$ cat src/rtl/wtc_pkg.sv
package wtc_pkg;

  typedef enum logic [1:0] {
    ACT_NONE   = 2'd0,
    ACT_SET    = 2'd1,
    ACT_CLEAR  = 2'd2,
    ACT_TOGGLE = 2'd3
  } act_e;

  localparam int ADDR_W  = 3;
  localparam int MODE_W  = 16;
  localparam int SEL_W   = 3;
  localparam int NUM_DIV = 4;
  // largest divider is 2^(2*(NUM_DIV-1)+1)
  localparam int PRE_W   = 2 * (NUM_DIV - 1) + 1;

  localparam logic [ADDR_W-1:0] A_MODE = 3'd0;
  localparam logic [ADDR_W-1:0] A_CMPA = 3'd1;
  localparam logic [ADDR_W-1:0] A_CMPB = 3'd2;
  localparam logic [ADDR_W-1:0] A_PER  = 3'd3;
  localparam logic [ADDR_W-1:0] A_CMD  = 3'd4;
  localparam logic [ADDR_W-1:0] A_CNT  = 3'd5;

  localparam logic [SEL_W-1:0] SEL_SLOW = 3'd4;

  localparam int CMD_EN  = 0;
  localparam int CMD_DIS = 1;
  localparam int CMD_TRG = 2;

  // apply one action to an output level
  function automatic logic act_apply(input act_e a, input logic cur);
    case (a)
      ACT_SET:    act_apply = 1'b1;
      ACT_CLEAR:  act_apply = 1'b0;
      ACT_TOGGLE: act_apply = ~cur;
      default:    act_apply = cur;
    endcase
  endfunction

  // phase mask for a prescale code: divider 2^(2*sel+1) minus one
  function automatic logic [PRE_W-1:0] div_mask(input logic [SEL_W-1:0] sel);
    logic [PRE_W:0] one_hot;
    one_hot  = '0;
    one_hot[2 * int'(sel) + 1] = 1'b1;
    div_mask = PRE_W'(one_hot - 1'b1);
  endfunction

endpackage

$ cat src/rtl/wtc_prescaler.sv
module wtc_prescaler
  import wtc_pkg::*;
(
  input  logic             clk,
  input  logic             rst_n,
  input  logic             restart,
  input  logic             run,
  input  logic [SEL_W-1:0] sel,
  input  logic             slow_tick,
  output logic             tick
);

  logic [PRE_W-1:0] phase_q;
  logic             src_tick;

  always_ff @(posedge clk or negedge rst_n) begin
    if (!rst_n)       phase_q <= '0;
    else if (restart) phase_q <= '0;
    else              phase_q <= phase_q + 1'b1;
  end

  always_comb begin
    if (sel < SEL_W'(NUM_DIV))
      src_tick = (phase_q & div_mask(sel)) == div_mask(sel);
    else if (sel == SEL_SLOW)
      src_tick = slow_tick;
    else
      src_tick = 1'b0;
  end

  assign tick = run & src_tick & ~restart;

  AST_NO_TICK_STOPPED: assert property (@(posedge clk) disable iff (!rst_n)
    !run |-> !tick) else $error("tick while stopped");

endmodule

$ cat src/rtl/wtc_counter.sv
module wtc_counter #(
  parameter int CNT_W = 16
) (
  input  logic             clk,
  input  logic             rst_n,
  input  logic             tick,
  input  logic             restart,
  input  logic [CNT_W-1:0] cmp_a,
  input  logic [CNT_W-1:0] cmp_b,
  input  logic [CNT_W-1:0] per,
  output logic [CNT_W-1:0] cnt,
  output logic             hit_a,
  output logic             hit_b,
  output logic             hit_per
);

  logic [CNT_W-1:0] cnt_q;

  assign hit_a   = tick & (cnt_q == cmp_a);
  assign hit_b   = tick & (cnt_q == cmp_b);
  assign hit_per = tick & (cnt_q == per);
  assign cnt     = cnt_q;

  always_ff @(posedge clk or negedge rst_n) begin
    if (!rst_n)       cnt_q <= '0;
    else if (restart) cnt_q <= '0;
    else if (tick)    cnt_q <= hit_per ? '0 : cnt_q + 1'b1;
  end

  AST_WRAP_ZERO: assert property (@(posedge clk) disable iff (!rst_n)
    (tick && cnt_q == per) |=> cnt_q == '0) else $error("no wrap");
  AST_STEP_ONE: assert property (@(posedge clk) disable iff (!rst_n)
    (tick && cnt_q != per && !restart) |=> cnt_q == $past(cnt_q) + 1'b1) else $error("bad step");
  AST_TRIG_ZERO: assert property (@(posedge clk) disable iff (!rst_n)
    restart |=> cnt_q == '0) else $error("trigger did not zero");
  AST_HOLD_IDLE: assert property (@(posedge clk) disable iff (!rst_n)
    (!tick && !restart) |=> $stable(cnt_q)) else $error("count moved");

endmodule

$ cat src/rtl/wtc_output.sv
module wtc_output
  import wtc_pkg::*;
(
  input  logic clk,
  input  logic rst_n,
  input  logic cmp_hit,
  input  logic per_hit,
  input  logic trig,
  input  act_e act_cmp,
  input  act_e act_per,
  input  act_e act_sw,
  output logic level
);

  logic lvl_q;
  logic after_cmp, after_per, lvl_d;

  // order: compare, then period, then software trigger
  always_comb begin
    after_cmp = cmp_hit ? act_apply(act_cmp, lvl_q)     : lvl_q;
    after_per = per_hit ? act_apply(act_per, after_cmp) : after_cmp;
    lvl_d     = trig    ? act_apply(act_sw, after_per)  : after_per;
  end

  always_ff @(posedge clk or negedge rst_n) begin
    if (!rst_n) lvl_q <= 1'b0;
    else        lvl_q <= lvl_d;
  end

  assign level = lvl_q;

  AST_QUIET_HOLD: assert property (@(posedge clk) disable iff (!rst_n)
    !(cmp_hit || per_hit || trig) |=> $stable(lvl_q)) else $error("level moved");
  AST_SW_SET: assert property (@(posedge clk) disable iff (!rst_n)
    (trig && act_sw == ACT_SET) |=> lvl_q) else $error("set not applied");
  AST_SW_CLEAR: assert property (@(posedge clk) disable iff (!rst_n)
    (trig && act_sw == ACT_CLEAR) |=> !lvl_q) else $error("clear not applied");
  AST_PER_LAST: assert property (@(posedge clk) disable iff (!rst_n)
    (per_hit && !trig && act_per == ACT_CLEAR) |=> !lvl_q) else $error("period action not last");

endmodule

$ cat src/rtl/wave_timer_chan.sv
module wave_timer_chan
  import wtc_pkg::*;
#(
  parameter int CNT_W = 16
) (
  input  logic              clk,
  input  logic              rst_n,
  input  logic              slow_tick,
  input  logic              bus_wr,
  input  logic [2:0]        bus_addr,
  input  logic [CNT_W-1:0]  bus_wdata,
  output logic [CNT_W-1:0]  bus_rdata,
  output logic              out_a,
  output logic              out_b
);

  localparam int NUM_OUT = 2;

  logic [MODE_W-1:0] mode_q;
  logic [CNT_W-1:0]  cmpa_q, cmpb_q, per_q;
  logic              run_q;

  logic              cmd_wr, trig, tick;
  logic [CNT_W-1:0]  cnt;
  logic              hit_a, hit_b, hit_per;
  logic [NUM_OUT-1:0] cmp_hits, levels;

  assign cmd_wr = bus_wr && (bus_addr == A_CMD);
  assign trig   = cmd_wr && bus_wdata[CMD_TRG];

  always_ff @(posedge clk or negedge rst_n) begin
    if (!rst_n) begin
      mode_q <= '0;
      cmpa_q <= '0;
      cmpb_q <= '0;
      per_q  <= '0;
      run_q  <= 1'b0;
    end else if (bus_wr) begin
      case (bus_addr)
        A_MODE: mode_q <= bus_wdata[MODE_W-1:0];
        A_CMPA: cmpa_q <= bus_wdata;
        A_CMPB: cmpb_q <= bus_wdata;
        A_PER:  per_q  <= bus_wdata;
        A_CMD: begin
          if (bus_wdata[CMD_DIS])     run_q <= 1'b0;
          else if (bus_wdata[CMD_EN]) run_q <= 1'b1;
        end
        default: ;
      endcase
    end
  end

  always_comb begin
    bus_rdata = '0;
    case (bus_addr)
      A_MODE:  bus_rdata[MODE_W-1:0] = mode_q;
      A_CMPA:  bus_rdata = cmpa_q;
      A_CMPB:  bus_rdata = cmpb_q;
      A_PER:   bus_rdata = per_q;
      A_CNT:   bus_rdata = cnt;
      default: bus_rdata = '0;
    endcase
  end

  wtc_prescaler u_pre (
    .clk       (clk),
    .rst_n     (rst_n),
    .restart   (trig),
    .run       (run_q),
    .sel       (mode_q[SEL_W-1:0]),
    .slow_tick (slow_tick),
    .tick      (tick)
  );

  wtc_counter #(.CNT_W(CNT_W)) u_cnt (
    .clk     (clk),
    .rst_n   (rst_n),
    .tick    (tick),
    .restart (trig),
    .cmp_a   (cmpa_q),
    .cmp_b   (cmpb_q),
    .per     (per_q),
    .cnt     (cnt),
    .hit_a   (hit_a),
    .hit_b   (hit_b),
    .hit_per (hit_per)
  );

  assign cmp_hits = {hit_b, hit_a};

  // output i uses mode bits [4+6i +: 6]: compare, period, trigger actions
  for (genvar i = 0; i < NUM_OUT; i++) begin : g_out
    localparam int BASE = 4 + 6 * i;
    wtc_output u_out (
      .clk     (clk),
      .rst_n   (rst_n),
      .cmp_hit (cmp_hits[i]),
      .per_hit (hit_per),
      .trig    (trig),
      .act_cmp (act_e'(mode_q[BASE +: 2])),
      .act_per (act_e'(mode_q[BASE + 2 +: 2])),
      .act_sw  (act_e'(mode_q[BASE + 4 +: 2])),
      .level   (levels[i])
    );
  end

  assign out_a = levels[0];
  assign out_b = levels[1];

  AST_DIS_WINS: assert property (@(posedge clk) disable iff (!rst_n)
    (cmd_wr && bus_wdata[CMD_DIS]) |=> !run_q) else $error("disable lost");
  AST_EN_STARTS: assert property (@(posedge clk) disable iff (!rst_n)
    (cmd_wr && bus_wdata[CMD_EN] && !bus_wdata[CMD_DIS]) |=> run_q) else $error("enable lost");
  AST_RUN_HELD: assert property (@(posedge clk) disable iff (!rst_n)
    !cmd_wr |=> $stable(run_q)) else $error("run changed");

endmodule

$ cat config.mk
export PLATFORM = sky130hd
export DESIGN_NAME = wave_timer_chan
export DESIGN_NICKNAME = d
export VERILOG_FILES = /design/src/rtl/wtc_pkg.sv /design/src/rtl/wtc_prescaler.sv /design/src/rtl/wtc_counter.sv /design/src/rtl/wtc_output.sv /design/src/rtl/wave_timer_chan.sv
export SDC_FILE = /design/constraint.sdc
export NUM_CORES = 1
export LEC_CHECK = 0
export BUFFER_PORTS_ARGS = -buffer_cell sky130_fd_sc_hd__buf_2
export CAP_MARGIN = 20
export CORE_ASPECT_RATIO = 1.75
export CORE_MARGIN = 2
export CORE_UTILIZATION = 35
export DETAILED_ROUTE_END_ITERATION = 10
export HOLD_SLACK_MARGIN = 0.1
export PLACE_DENSITY_LB_ADDON = 0.2
export SYNTH_ARGS = -nofsm -noshare
export SYNTH_HDL_FRONTEND = slang
export SYNTH_HIERARCHICAL = 1
export SYNTH_SLANG_ARGS = --single-unit
$ cat constraint.sdc
create_clock -name clk -period 3.2 [get_ports clk]
set_input_delay 0.32 -clock clk [delete_from_list [all_inputs] [get_ports clk]]
set_output_delay 0.32 -clock clk [all_outputs]
set_load 0.05 [all_outputs]
==> flow_summary.toml <==
[synthesis]
synth_nets = 490
yosysWarnings = 6
postSynthAreaPerCell_um2 = 11.8
ys_seq_area_frac = 0.413
synth_edf_count = 0
synth_cells = 464
async_flop_share = 1.00
synthFlopType = "dfrtp_1"
netlist_area_um2 = 5450
ys_ff_latch = 90
synth_cell_type_count = 57

[power_and_ir_drop]
peakVddDrop_mv = 0.262
p_switching_w = 0.00135
p_int_w = 0.00265
p_comb_frac = 0.282
p_leak_nw = 2.68
swShare = 0.339
power_frac_seq = 0.427
clkPwrFrac = 0.290
p_per_area_nw_per_um2 = 643

[flow_run]
max_cap_violations = 0

[grt]
grt_pass1_vias = 4028
grt_pass1_wl_um = 23900
overflow = 0
antenna_found_initial = 0
grt-busiest-layer = "met2"
grt_max_degree = 63
grt_util_met3 = 0.0273
grt_use_met2 = 0.354
use_met1 = 0.216
grt_util_all_layers = 0.190

[floorplanning]
chipHeight_um = 169
num_rows = 60
die_x_um = 98.4
io_pins = 41
initial_core_util = 0.356
core-area_um2 = 15300
dieArea_um2 = 16600

[cts]
cts_tree = "done"
cts.sinks = 90
clk_latency_ns = 0.34
cts_buffer_depth = 2
cts-root-buf = "clkbuf_16"
cts_buffers = 9
clk_pin_slew_ns = 0.07
cts_max_level = 3

[sta]
slew_viol_final = 0
fin_crit_ns = 3.02
timing_hold_violations_final = 0
fin_skew_ns = 0.00952
min_period_over_period = 0.944
max_freq_ghz = 0.331
finalSetupViolCount = 0
slew_headroom = 0.422
setup_ws_ns = 0.179
tightest_slew_ns = 0.868

[setup_path]
crit_arrival_ns = 3.29
r2r_slack_ns = 0.18
crit_chain = "or3_4, ha_4, nor2_1, nor4b_2, o21ai_1, a21oi_1, buf_4, nand2_1, nor4_2, buf_4, a21oi_2, a31oi_4, mux2_4, a22oi_2"
critPathMostFrequentCell = "buf_4"
critPathLaunchType = "register"
crit_fanout = 4
r2r-end = "g_out[1].u_out/level$_DFF_PN0_"
r2r.worst_path.cells = 14
slowest_stage = "or3_4"
critPathKind = "register to register"
cp-end-kind = "register"
cp.required_ns = 3.47
r2r_start = "mode_q[2]$_DFFE_PN0P_"
critPathMaxStageDelay_ns = 0.40

[placed_design]
place.gp.congestion = 0.875
dp_worst_setup_slack_ns = 0.00457
dp.cells = 678
dp_hpwl_um = 11100
io_buffers = 40

[cells_and_area]
antenna_cells = 0
final_nets = 532
drive_gt1_frac = 0.387
area.growth.synth_to_final_pct = 14.0
n_fill_cell = 1515
fin_cells = 697

[detailed_routing]
drt-total-wl_um = 15200
via_per_inst = 5.37
antenna_left = 0
wl_per_cell_um = 21.8
dr.pass1.iters = 7
vias = 3745
drtIter0Drc = 187
drc = 0

[hold_path]
hold_class = "input port to asynchronous set/reset pin"

[run_status]
status = "complete, no violations"
## final cells by class
cell class / count / area [µm²] / share of cell area
clock buffers: 12 / 246 / 0.0396
clock inverters: 4 / 75.1 / 0.0121
flip-flops and latches: 90 / 2250 / 0.362
multi-input cells: 337 / 2990 / 0.481
inverters: 2 / 7.51 / 0.00121
repair buffers: 66 / 410 / 0.0660
well taps: 186 / 233 / 0.0374
## worst max path at each step
stage	from	slack, ns	end
4_1_cts	mode_q[2]$_DFFE_PN0P_	0.04	g_out[1].u_out/level$_DFF_PN0_
2_1_floorplan	mode_q[2]$_DFFE_PN0P_	0.07	g_out[0].u_out/level$_DFF_PN0_
5_1_grt	mode_q[2]$_DFFE_PN0P_	-0.002	g_out[1].u_out/level$_DFF_PN0_
6_report	mode_q[2]$_DFFE_PN0P_	0.18	g_out[1].u_out/level$_DFF_PN0_
3_3_place_gp	mode_q[2]$_DFFE_PN0P_	0.03	g_out[1].u_out/level$_DFF_PN0_
3_5_place_dp	mode_q[2]$_DFFE_PN0P_	0.005	g_out[0].u_out/level$_DFF_PN0_
## registers in the layout, summed over array words and instances, names as in the netlist
register / flops
cmpa_q: 16
mode_q: 16
u_pre/phase_q: 7
u_cnt/cnt: 16
per_q: 16
run_q: 1
cmpb_q: 16
g_out.u_out/level: 2
## worst max-delay path: cells and delay by family, from the launching register on
family	cells	cell delay, ns
compound gates	5	0.66
fa+ha+maj	1	0.26
buf+inv	2	0.31
flops	1	0.38
mux	1	0.33
simple gates	5	1.00
## stage by stage
step	utilization	instance area, µm²	total power, W	TNS, ns	hold WS, ns
final	0.406	6220	0.00400	0	0.0619
after detailed placement	0.379	5810	0.00283	0	0.478
after global routing	0.406	6220	0.00421	-0.00212	0.129
after CTS	0.401	6140	0.00400	0	0.109
after floorplan	-	5450	0.00248	0	0.0244
after global placement	0.379	5810	0.00280	0	0.461
## layout by cell type (no fill, tap or decap), drive strengths merged, types with 3 or more instances in the layout
master  count
ha          3
a21oi       6
xor2       25
dfrtp      90
nand3       7
o21ai       3
mux2       83
nor2       31
nor3       19
nand4b      4
nor4        7
clkbuf     12
a221o      14
xnor2      43
nand4      13
buf        66
nor2b       6
nand2      28
and2        3
mux2i      16
## what timing repair did
| item | in CTS | in global routing |
|---|---|---|
| hold buffers | 0 | 0 |
| gates resized for setup | 1 | 11 |
| setup buffers | 0 | 3 |
| cloned | 0 | 0 |
| pin swaps | 0 | 4 |
| endpoints found under the setup margin | 1 | 14 |
## cells in the mapped netlist, drive strengths merged (2+ instances only)
cell type,instances,area [µm²]
buf,29,236
nor2,31,124
nor4,7,43.8
nor2b,6,45.0
inv,2,7.51
and3b,2,17.5
a221o,14,140
nor4b,2,32.5
ha,3,37.5
mux2i,16,160
nor3,19,156
a21oi,6,30.0
mux2,83,972
dfrtp,90,2250
xor2,25,219
nand3,7,45.0
o21ai,3,15.0
a22oi,2,25.0
nand4,13,87.6
nand4b,4,35.0
and2,3,18.8
a31oi,2,25.0
clkbuf,5,18.8
xnor2,43,422
and4,2,18.8
nand2,28,105
or3,2,12.5
## per-layer routing
layer,vias up,wire length [µm]
met1,1928,5970
met5,-,0
met3,22,340
met2,61,8540
met4,0,371
li1,1734,-
## cell families after synthesis
family | synth area share
AOI/OAI and AO/OA | 0.0539
xor gates and xnor gates | 0.117
adders and majority gates | 0.00688
buffers and inverters | 0.0498
DFF | 0.413
muxes | 0.212
and+or+nand+nor | 0.146
## power by group through the flow
stage | combinational [W] | sequential, W | clock, W
6_report | 0.00113 | 0.00171 | 0.00116
5_1_grt | 0.00123 | 0.00174 | 0.00124
4_1_cts | 0.00111 | 0.00171 | 0.00119
3_5_place_dp | 0.00110 | 0.00173 | 0
3_3_place_gp | 0.00108 | 0.00172 | 0
2_1_floorplan | 0.000867 | 0.00161 | 0
Note: power is estimated with default switching activity, not from simulation.
